<file path="config.mk">
export PLATFORM = sky130hd
export DESIGN_NAME = priv_status_unit
export DESIGN_NICKNAME = d
export VERILOG_FILES = /design/src/rtl/status_pkg.sv /design/src/rtl/sr_reg.sv /design/src/rtl/sp_bank.sv /design/src/rtl/cond_eval.sv /design/src/rtl/priv_status_unit.sv
export SDC_FILE = /design/constraint.sdc
export NUM_CORES = 1
export LEC_CHECK = 0
export CAP_MARGIN = 20
export CORE_UTILIZATION = 30
export DETAILED_ROUTE_END_ITERATION = 16
export GPL_TIMING_DRIVEN = 0
export PLACE_DENSITY = 0.63
export SYNTH_ARGS = -nofsm -noshare
export SYNTH_HDL_FRONTEND = slang
export SYNTH_HIERARCHICAL = 1
export SYNTH_SLANG_ARGS = --single-unit
</file>
<file path="constraint.sdc">
create_clock -name clk -period 3 [get_ports clk]
set_input_delay 0.3 -clock clk [delete_from_list [all_inputs] [get_ports clk]]
set_output_delay 0.3 -clock clk [all_outputs]
set_load 0.03 [all_outputs]
</file>
<file path="src/rtl/status_pkg.sv">
package status_pkg;
  localparam int SRW     = 16;
  localparam int B_C     = 0;
  localparam int B_V     = 1;
  localparam int B_Z     = 2;
  localparam int B_N     = 3;
  localparam int B_X     = 4;
  localparam int B_S     = 13;
  localparam int B_T     = 15;
  localparam int NFLAG   = 5;
  localparam logic [SRW-1:0] SR_VALID = 16'hA71F;
  localparam logic [SRW-1:0] CC_VALID = 16'h001F;

  typedef enum logic [3:0] {
    C_T = 4'd0, C_F = 4'd1, C_HI = 4'd2, C_LS = 4'd3,
    C_CC = 4'd4, C_CS = 4'd5, C_NE = 4'd6, C_EQ = 4'd7,
    C_VC = 4'd8, C_VS = 4'd9, C_PL = 4'd10, C_MI = 4'd11,
    C_GE = 4'd12, C_LT = 4'd13, C_GT = 4'd14, C_LE = 4'd15
  } cond_e;
endpackage

</file>
<file path="src/rtl/sr_reg.sv">
module sr_reg
  import status_pkg::*;
#(
  parameter logic [2:0] RST_IMASK = 3'd7
) (
  input  logic             clk,
  input  logic             rst,
  input  logic             wr_en,
  input  logic [SRW-1:0]   wr_data,
  input  logic [NFLAG-1:0] flag_we,
  input  logic [NFLAG-1:0] flag_in,
  input  logic             exc_enter,
  input  logic             exc_return,
  input  logic [SRW-1:0]   restore,
  output logic [SRW-1:0]   sr_q,
  output logic [SRW-1:0]   saved_q
);
  localparam logic [SRW-1:0] RST_SR = (SRW'(1) << B_S) | (SRW'(RST_IMASK) << 8);

  logic [SRW-1:0] sr_d;
  logic [SRW-1:0] wmask;

  always_comb begin
    wmask = sr_q[B_S] ? SR_VALID : CC_VALID;
    sr_d  = sr_q;
    if (exc_enter) begin
      sr_d[B_S] = 1'b1;
      sr_d[B_T] = 1'b0;
    end else if (exc_return) begin
      sr_d = restore & SR_VALID;
    end else if (wr_en) begin
      sr_d = (sr_q & ~wmask) | (wr_data & wmask);
    end else begin
      for (int i = 0; i < NFLAG; i++)
        if (flag_we[i]) sr_d[i] = flag_in[i];
    end
  end

  always_ff @(posedge clk) begin
    if (rst) begin
      sr_q    <= RST_SR;
      saved_q <= '0;
    end else begin
      sr_q <= sr_d;
      if (exc_enter) saved_q <= sr_q;
    end
  end

  a_r2_reserved_zero: assert property (@(posedge clk) disable iff (rst)
    (sr_q & ~SR_VALID) == '0);
  a_r3_user_sysbyte_hold: assert property (@(posedge clk) disable iff (rst)
    (wr_en && !sr_q[B_S] && !exc_enter && !exc_return) |=> sr_q[15:8] == $past(sr_q[15:8]));
  a_r10_entry_state: assert property (@(posedge clk) disable iff (rst)
    exc_enter |=> (sr_q[B_S] && !sr_q[B_T] && saved_q == $past(sr_q)));
endmodule

</file>
<file path="src/rtl/sp_bank.sv">
module sp_bank #(
  parameter int SP_W = 32
) (
  input  logic            clk,
  input  logic            rst,
  input  logic            sup,
  input  logic            wr_en,
  input  logic [SP_W-1:0] wr_data,
  output logic [SP_W-1:0] rd_data
);
  logic [SP_W-1:0] usp_q, ssp_q;

  always_ff @(posedge clk) begin
    if (rst) begin
      usp_q <= '0;
      ssp_q <= '0;
    end else if (wr_en) begin
      if (sup) ssp_q <= wr_data;
      else     usp_q <= wr_data;
    end
  end

  assign rd_data = sup ? ssp_q : usp_q;

  a_r5_user_write_keeps_ssp: assert property (@(posedge clk) disable iff (rst)
    (wr_en && !sup) |=> $stable(ssp_q));
  a_r5_sup_write_keeps_usp: assert property (@(posedge clk) disable iff (rst)
    (wr_en && sup) |=> $stable(usp_q));
endmodule

</file>
<file path="src/rtl/cond_eval.sv">
module cond_eval
  import status_pkg::*;
(
  input  logic [3:0] flags,
  input  logic [3:0] sel,
  input  logic       branch_mode,
  output logic       result,
  output logic       invalid
);
  logic n, z, v, c;
  assign {n, z, v, c} = flags;

  always_comb begin
    case (cond_e'(sel))
      C_T:  result = 1'b1;
      C_F:  result = 1'b0;
      C_HI: result = !c && !z;
      C_LS: result = c || z;
      C_CC: result = !c;
      C_CS: result = c;
      C_NE: result = !z;
      C_EQ: result = z;
      C_VC: result = !v;
      C_VS: result = v;
      C_PL: result = !n;
      C_MI: result = n;
      C_GE: result = (n == v);
      C_LT: result = (n != v);
      C_GT: result = (n == v) && !z;
      default: result = z || (n != v);
    endcase
  end

  assign invalid = branch_mode && (sel[3:1] == 3'b000);
endmodule

</file>
<file path="src/rtl/priv_status_unit.sv">
module priv_status_unit
  import status_pkg::*;
#(
  parameter int         SP_W      = 32,
  parameter logic [2:0] RST_IMASK = 3'd7
) (
  input  logic             clk,
  input  logic             rst,
  input  logic             sr_wr_en,
  input  logic [15:0]      sr_wr_data,
  input  logic [4:0]       flag_we,
  input  logic [4:0]       flag_in,
  input  logic             exc_enter,
  input  logic             exc_return,
  input  logic [15:0]      exc_restore_sr,
  output logic [15:0]      exc_saved_sr,
  input  logic             priv_req,
  output logic             priv_grant,
  output logic             priv_viol,
  input  logic             a7_wr_en,
  input  logic [SP_W-1:0]  a7_wr_data,
  output logic [SP_W-1:0]  a7_rd_data,
  output logic [15:0]      sr_q,
  input  logic [3:0]       cond_sel,
  input  logic             cond_branch_mode,
  output logic             cond_true,
  output logic             cond_invalid
);
  logic sup;

  sr_reg #(.RST_IMASK(RST_IMASK)) u_sr (
    .clk(clk), .rst(rst),
    .wr_en(sr_wr_en), .wr_data(sr_wr_data),
    .flag_we(flag_we), .flag_in(flag_in),
    .exc_enter(exc_enter), .exc_return(exc_return),
    .restore(exc_restore_sr),
    .sr_q(sr_q), .saved_q(exc_saved_sr)
  );

  assign sup = sr_q[B_S];

  sp_bank #(.SP_W(SP_W)) u_sp (
    .clk(clk), .rst(rst), .sup(sup),
    .wr_en(a7_wr_en), .wr_data(a7_wr_data), .rd_data(a7_rd_data)
  );

  cond_eval u_cond (
    .flags(sr_q[3:0]), .sel(cond_sel), .branch_mode(cond_branch_mode),
    .result(cond_true), .invalid(cond_invalid)
  );

  always_ff @(posedge clk) begin
    if (rst) begin
      priv_grant <= 1'b0;
      priv_viol  <= 1'b0;
    end else begin
      priv_grant <= priv_req && sup;
      priv_viol  <= priv_req && !sup;
    end
  end

  a_r6_user_violates: assert property (@(posedge clk) disable iff (rst)
    (priv_req && !sup) |=> (priv_viol && !priv_grant));
  a_r6_sup_grants: assert property (@(posedge clk) disable iff (rst)
    (priv_req && sup) |=> (priv_grant && !priv_viol));
  a_r6_no_spurious: assert property (@(posedge clk) disable iff (rst)
    !priv_req |=> (!priv_grant && !priv_viol));
  a_r9_invalid_only_in_branch: assert property (@(posedge clk) disable iff (rst)
    cond_invalid |-> cond_branch_mode);
endmodule

</file>
### Yosys cells after proc, flatten, opt, wreduce, memory -nomap -nowiden

Cells that the tools add are included.
Widths: inputs -> output; s select.

* bitwise operators: 6
* eq/ne operators: 16
* muxes and demuxes: 11
* reduce and logical (&&, ||, !) cells: 29

Operators with widths (number)
* $and 16x16->16: 2
* $mux 16: 2
* $mux 32: 1
* $eq 4x4->1 const B: 7
* $eq 4x3->1 const B: 4
* $not 16->16: 1
* $or 16x16->16: 1
* $reduce_and 2->1: 8
* $pmux 1 s15: 1
* $reduce_bool 3->1: 5
* $mux 11: 1
* $eq 4x2->1 const B: 2
* $logic_and 1x1->1: 5
* $logic_not 1->1: 5
* $mux 1: 5
* $mux 5: 1
* $eq 4x1->1 const B: 1
* $logic_not 4->1: 1
* $logic_not 3->1: 1
* $logic_or 1x1->1: 2
* $not 1->1: 2
* $reduce_bool 2->1: 1
* $reduce_or 2->1: 1
* $eq 1x1->1: 1
* $ne 1x1->1: 1

* input bits: 86
* output and inout bits: 68
* register bits after elaboration: 98

### Depth between registers and ports, before layout

Gate-level depths: netlist of run 1.

* depth after elaboration: 6
* mapped depth: 5

### By module

The synthesis of run 1 kept the hierarchy.

Modules (own cells, without submodules)
* sp_bank: cells an instance 281, instances 1, area each 3075.4 µm²
* sr_reg: cells an instance 116, instances 1, area each 1081.0 µm²
* cond_eval: cells an instance 28, instances 1, area each 181.4 µm²
* priv_status_unit: cells an instance 4, instances 1, area each 61.3 µm²

### Least setup slack after synthesis of run 1

No wires, ideal clock.

* path kind: reg2out
* from: register u_sr.sr_q[1]
* to: output cond_true
* data arrival time: 1.788 ns
* stages on the path, launching flop included: 5
* path slack: 0.912 ns
* data required time: 2.700 ns
* buffers on the path: 0
* path through: dfxtp_1 xnor2_1 o31a_1 a211o_1 a31oi_1

* longest elaborated chain between the ends: 3
* elaborated cells between the ends (all ways): 6

RTL lines
* start: declaration: RTL line sr_reg.sv:15 `output logic [SRW-1:0] sr_q,`
* start signal: assignment: RTL line sr_reg.sv:44 `sr_q <= sr_d;`
* $ne 1x1->1 / $eq 1x1->1 (equally long branches)
* $logic_or 1x1->1 / $logic_and 1x1->1 (equally long branches): RTL line cond_eval.sv:30, cond_eval.sv:29
* $pmux 1 s15 (*): RTL line cond_eval.sv:14 `case (cond_e'(sel))`
* end: declaration: RTL line priv_status_unit.sv:26 `output logic cond_true,`

Mark *: on every way between the ends. The rest lies on a longest branch, timed or not.

### Worst setup path in the final report of run 1

* from: register u_sr.sr_q[13]
* to: output a7_rd_data[28]

* longest elaborated chain between the ends: 1

RTL lines
* $mux 32: RTL line sp_bank.sv:23 `assign rd_data = sup ? ssp_q : usp_q;`
* end: declaration: RTL line priv_status_unit.sv:22 `output logic [SP_W-1:0] a7_rd_data,`

Every way passes these cells.

==> results.md, run 1 <==
* Yosys cell types at between 40 and 50
* Asr flop ratio synth at 0%
* Placed cell areas at 5917 sq um
* Final nets at 662
* Core ar. at about 14000 sq um
* Worst Setup Start Kind: register
* Hold buffers post-CTS at 0
* NetSw at 0.8289 mW
* Post-CTS resize count at 0
* RePlAce Congestion at 0.7082
* Crit Path Category: reg -> out
* Full die area at 15150 sq um
* Ant. Diodes at 0
* Initial antenna violation count at 0
* Synth Area per Inst at 10.25 sq um
* Synth Flop Type: dfxtp_1
* Worst EP arrival at approximately 2500 ps
* Fin. max-slew vios at 0
* Int Power at 2.215 mW
* Die width at 123.1 microns
* RSZ-0062 raised after global routing: no
* Clock sink total at 86
* H-Tree Depth at 3
* Port Buf Inserts at 125
* Initial DRC count at 117
* Leakage at around 2.5 nW
* Ys Warns at 6
* Vias in the first global route at approximately 3800
* Clk pwr share at 38.8%
* Clock transition at path regs at 60 ps
* Sequential area share after synthesis at 39.14%
* Final instance area at 6235 sq um
* Sequential share of power at 40.7%
* DR DRC count at 0
* Drt wl/cell at 15.27 microns
* Initial core utilization at 31.21%
* Fill count at 1382
* Post-synth EDFFs at 0
* Setup TNS at 0 ps
* Most frequent cells in the layout: clkdlybuf4s50_1 (125), nand2b_1 (99), dfxtp_1 (86)
* Dpl ws at 288.2 ps
* I/O pin total at 154
* CP required at 2700 ps
* Netlist Area Pre-Place at 4399 sq um
* Peak VDD IR at 0.0002189 V
* Total gr overflow at 0
* P per Cell Area at approximately 500 nW/um^2
* Final HPWL from detailed placement at 8.434 mm
* Final setup viols at 0
* PnR worst setup slack at 236.4 ps
* Final Hold Fails at 0
* Wirelength, routed at 11.62 mm
* Hold Crit Class: in -> reg
* Fin crit share at 92.12%
* CP max FO at 10
* Share of layout cells above drive strength 1 at 14.80%
* Drt pass-1 iters at 4
* Via Count at roughly 3500
* CTS tree: yes
* Reg2Reg Setup Slack at 1460 ps
* Cells after Synth at about 430
* Clock tree buffer depth at 2
* Max-Cap Viols at 0
* Number of cell rows at 43
* Fin crit period at 2764 ps
* Vias/cell at 4.648
* Status: finished clean
* Setup Buffers After CTS at 0
* CTS buffer count at 9
* Worst skew pair latency at about 340 ps
* Antenna-violating nets left at 0
* GRT Overall Usage at 16.02%
* Worst Skew at 2.886 ps
* Area delta synth->final at 41.72%
* Flops & latches, synth at 86
* Leading cell type in the layout, fill and taps excluded: clkdlybuf4s50_1
* CP Capture Type: output pin
* Largest net degree at the start of global routing at 16
* Final total power at 3.044 mW
* Root Driver: clkbuf_16
* DIE HEIGHT at 123.1 microns
* Comb pwr share at between 20% and 30%
* Max frequency at 361.8 MHz
* Sw frac at 27.23%
* First-pass GRT wire length at 18.49 mm
-- cells in the mapped netlist (2+ instances only) --
library cell	n	area [sq um]
and3b_1	2	17.52
a211oi_1	7	52.55
mux2i_1	78	780.8
buf_2	6	30.03
buf_6	3	33.78
o21ai_1	2	10.01
nor2_1	15	56.30
buf_12	3	60.06
dfxtp_1	86	1722
nand2b_1	99	619.3
a21oi_1	3	15.01
a31oi_1	3	18.77
nor2b_1	17	106.4
nand2_1	2	7.510
clkbuf_1	14	52.55
a221oi_1	3	26.28
o41ai_2	5	81.33
inv_1	2	7.510
nor3_1	8	40.04
buf_4	16	120.1
o21ai_0	4	20.02
mux2_2	32	360.4
-- power groups by stage --
| stage | registers, mW | clock network [mW] | logic, mW |
|---|---|---|---|
| global route | 1.24 | 1.29 | 0.668 |
| detailed placement | 1.26 | 0 | 0.626 |
| finish | 1.24 | 1.18 | 0.623 |
| floorplan | 1.29 | 0 | 0.340 |
| global placement | 1.26 | 0 | 0.619 |
| CTS | 1.24 | 1.23 | 0.630 |
-- registers in the layout, indices dropped and copies added, names as in the netlist --
name / flops
u_sp/ssp_q: 32
priv_grant: 1
priv_viol: 1
u_sr/saved_q: 10
u_sp/usp_q: 32
u_sr/sr_q: 10
-- layer usage --
metal	share of wire [%]	track usage (%)	vias to the layer above
met5	0	0	-
met4	2.7	7.681	0
met3	7.1	5.166	20
met2	46	26.76	105
met1	44	18.47	1678
li1	-	-	1734
-- through the flow --
step	util (%)	hold WS, ps	instances
floorplan	-	370.7	440
global placement	41.98	455.6	745
detailed placement	41.98	463.6	745
CTS	44.23	266.8	761
global route	44.23	297.6	761
finish	44.23	274.1	761
-- cell type report --
class | count | area [sq um] | share of cell area, %
Buffer | 44 | 314.1 | 5.037
Clock buffer | 11 | 252.7 | 4.054
Clock inverter | 5 | 65.06 | 1.044
Inverter | 2 | 7.507 | 0.1204
Multi-Input combinational cell | 308 | 2397 | 38.45
Sequential cell | 86 | 1722 | 27.61
Tap cell | 180 | 225.2 | 3.612
Timing Repair Buffer | 125 | 1251 | 20.07
-- logic make-up (layout without fill, tap and decap cells) --
| logic type | count (synthesis) | after routing | synth area share [%] |
|---|---|---|---|
| and+or+nand+nor | 152 | 152 | 21.08 |
| other | 1 | 12 | 0.08524 |
| xor gates and xnor gates | 1 | 1 | 0.1991 |
| buffers and inverters | 46 | 187 | 7.309 |
| AOI/OAI and AO/OA | 33 | 33 | 6.257 |
| DFF | 86 | 86 | 39.14 |
| muxes | 110 | 110 | 25.94 |
-- path summary, 6_finish.rpt --
path / startpoint / endpoint / depth (start not counted)
hold reg to reg: u_sp/usp_q[24] / u_sp/usp_q[24] / 2
setup / recovery: u_sr/sr_q[13] / a7_rd_data[28] / 4
hold / removal: exc_enter / u_sr/saved_q[8] / 3
setup reg to reg: u_sr/sr_q[13] / u_sp/ssp_q[27] / 4
-- worst max-delay path, cell delays in order, from the launching register on --
cell             delay [ps]
dfxtp_1                 550
buf_4                   260
buf_2                   310
mux2_2                  380
clkdlybuf4s50_1         610
Note: power is estimated with default switching activity, not from simulation.
==> run 2, diff against run 1 <==
- PLACE_DENSITY: 0.63 -> unset
- SETUP_SLACK_MARGIN: unset -> 0.1
==> run 2 against run 1 <==
First-iteration DRC count is 4.3% higher. Fmax is 0.51% lower. Utilization is 0.15 points lower. Clock power is 4% lower. Setup slack worse by 14 ps. Via count is 0.28% lower. Critical path depth is 2 higher. Sequential power hardly changed. Combinational power hardly changed. Die area stayed put. Cell area is 0.34% lower. Largest power group unchanged.
==> results.md, run 2 (synthesis gave the netlist of run 1 again) <==
* DIE HEIGHT at 123.1 microns (unchanged)
* CP max FO at 6 (-4)
* Drt wl/cell at 15.67 microns (+2.6%)
* Initial core utilization at 31.21% (unchanged)
* RSZ-0062 raised after global routing: no
* Final setup viols at 0 (unchanged)
* Worst skew pair latency at 340 ps (about the same)
* Leakage at 2.479 nW (-0.18%)
* Worst R2R Path Depth at 4 (unchanged)
* Most frequent cells in the layout: clkdlybuf4s50_1 (125), nand2b_1 (99), dfxtp_1 (85)
* CTS buffer count at 9 (unchanged)
* Total gr overflow at 0 (unchanged)
* Area delta synth->final at 41.24%
* DR DRC count at 0 (unchanged)
* Worst Max-Slew Pin Slew at 593.4 ps
* Worst Setup Start Kind: input pin
* CP required at 2700 ps (about the same)
* Full die area at 15150 sq um (unchanged)
* CP most frequent cell: clkdlybuf4s50_1
* Max frequency at 360.0 MHz (-0.51%)
* Clock transition at path regs at 60 ps (about the same)
* CP Capture Type: output pin
* Ant. Diodes at 0 (unchanged)
* Via Count at 3527 (-0.28%)
* Wirelength, routed at 11.91 mm (+2.5%)
* First-pass GRT wire length at 19.18 mm (+3.7%)
* Share of layout cells above drive strength 1 at 14.83% (+0.026 points)
* Slowest library cell on the worst path: clkdlybuf4s50_1
* Antenna-violating nets left at 0 (unchanged)
* Vias in the first global route at 3797 (+0.42%)
* Fin crit share at 92.60% (+0.48 points)
* Port Buf Inserts at 125 (unchanged)
* Root Driver: clkbuf_16
* Final total power at 2.996 mW (-1.6%)
* Core ar. at 14100 sq um (unchanged)
* Worst EP arrival at 2480 ps (+20 ps)
* Largest net degree at the start of global routing at 16 (unchanged)
* Fin. max-slew vios at 0 (unchanged)
* Vias/cell at 4.641 (-0.15%)
* Cell Chain, Critical Path: clkdlybuf4s50_1 -> inv_1 -> o31a_1 -> a211o_1 -> a31oi_1 -> clkdlybuf4s50_1
* Hold Crit Class: in -> reg
* Number of cell rows at 43 (unchanged)
* Hold Path Depth at 3 (unchanged)
* Initial antenna violation count at 0 (unchanged)
* Dpl ws at 239.7 ps (-48.49 ps)
* P per Cell Area at 482.2 nW/um^2 (-1.2%)
* Initial DRC count at 122 (+4.3%)
* Largest stage delay on the critical path at 700 ps (+90 ps)
* I/O pin total at 154 (unchanged)
* CTS tree: yes
* Clock tree buffer depth at 2 (unchanged)
* Max-Cap Viols at 0 (unchanged)
* Final Hold Fails at 0 (unchanged)
* Final nets at 662 (unchanged)
* Slew HR at 60.32%
* RePlAce Congestion at 0.7849 (+11%)
* Fin crit period at 2778 ps (+14.26 ps)
* GRT Overall Usage at 16.70% (+0.68 points)
* Drt pass-1 iters at 4 (unchanged)
* Status: finished clean
* Setup TNS at 0 ps (unchanged)
* Worst Skew at 4.812 ps (+1.926 ps)
* Peak VDD IR at 0.0003288 V (+50%)
* Leading cell type in the layout, fill and taps excluded: clkdlybuf4s50_1
* PnR worst setup slack at 222.1 ps (-14.26 ps)
* H-Tree Depth at 3 (unchanged)
* Die width at 123.1 microns (unchanged)
* Final HPWL from detailed placement at 8.641 mm (+2.4%)
* Clock sink total at 86 (unchanged)
* Crit Path Category: in -> out
* Largest registers: u_sp/ssp_q (32), u_sp/usp_q (32)
==> run 2: cell types whose count changed in the layout (fill, tap and decap cells not counted) <==
| cell | before | now |
|---|---|---|
| clkinvlp_4 | 2 | 0 |
| clkbuf_8 | 2 | 0 |
| clkinv_2 | 0 | 1 |
| dfxtp_1 | 86 | 85 |
| dfxtp_2 | 0 | 1 |
| inv_6 | 1 | 2 |
| inv_8 | 1 | 0 |
| clkinv_4 | 0 | 2 |
==> run 2: final cells by class <==
cell class | count | area, sq um
plain buffers | 44 | 314.1
clock buffers | 9 | 225.2
clock inverters | 6 | 70.07
fillers | 1372 | 7883
inverters | 2 | 7.507
multi-input cells | 308 | 2397
flip-flops and latches | 86 | 1723
well taps | 180 | 225.2
repair buffers | 125 | 1251
==> run 2: per-stage QoR <==
step	instance area, sq um	hold WS (ps)	utilization [%]	cells
2_1_floorplan	4441	370.7	-	440
3_3_place_gp	5917	455.8	41.98	745
3_5_place_dp	5917	465.2	41.98	745
4_1_cts	6212	250.8	44.07	760
5_1_grt	6213	284.9	44.08	760
6_report	6213	261.3	44.08	760
==> run 2: critical path: cells and delay by family <==
kind | cells | cell delay (ps)
AOI/OAI and AO/OA | 3 | 780
buffers and inverters | 3 | 1380
==> run 2: path summary, 6_finish.rpt <==
kind	start	slack (ps)	to
worst min register to register	u_sp/ssp_q[29]	470	u_sp/ssp_q[29]
worst min-delay path	exc_enter	260	u_sr/saved_q[13]
worst max register to register	u_sr/sr_q[13]	1630	u_sp/ssp_q[30]
worst max-delay path	cond_sel[0]	220	cond_true
==> run 2: layer usage <==
layer	up-vias	routed length, microns	global-route usage [%]
li1	1744	-	-
met1	1672	5134	18.93
met2	97	5736	28.09
met3	14	860	6.319
met4	0	177	6.928
met5	-	0	0
==> run 2: what timing repair did <==
item / CTS / global route
setup endpoints to repair: 0 / 6
resized for setup: 0 / 1
buffers inserted: 0 / 0
hold buffers: 0 / 0
==> run 2: report_power, final <==
part	switching, mW	internal (mW)	total, mW	leakage (nW)
registers	0.0383	1.20	1.24	0.704
clock network	0.485	0.648	1.13	0.146
logic	0.309	0.315	0.625	1.63
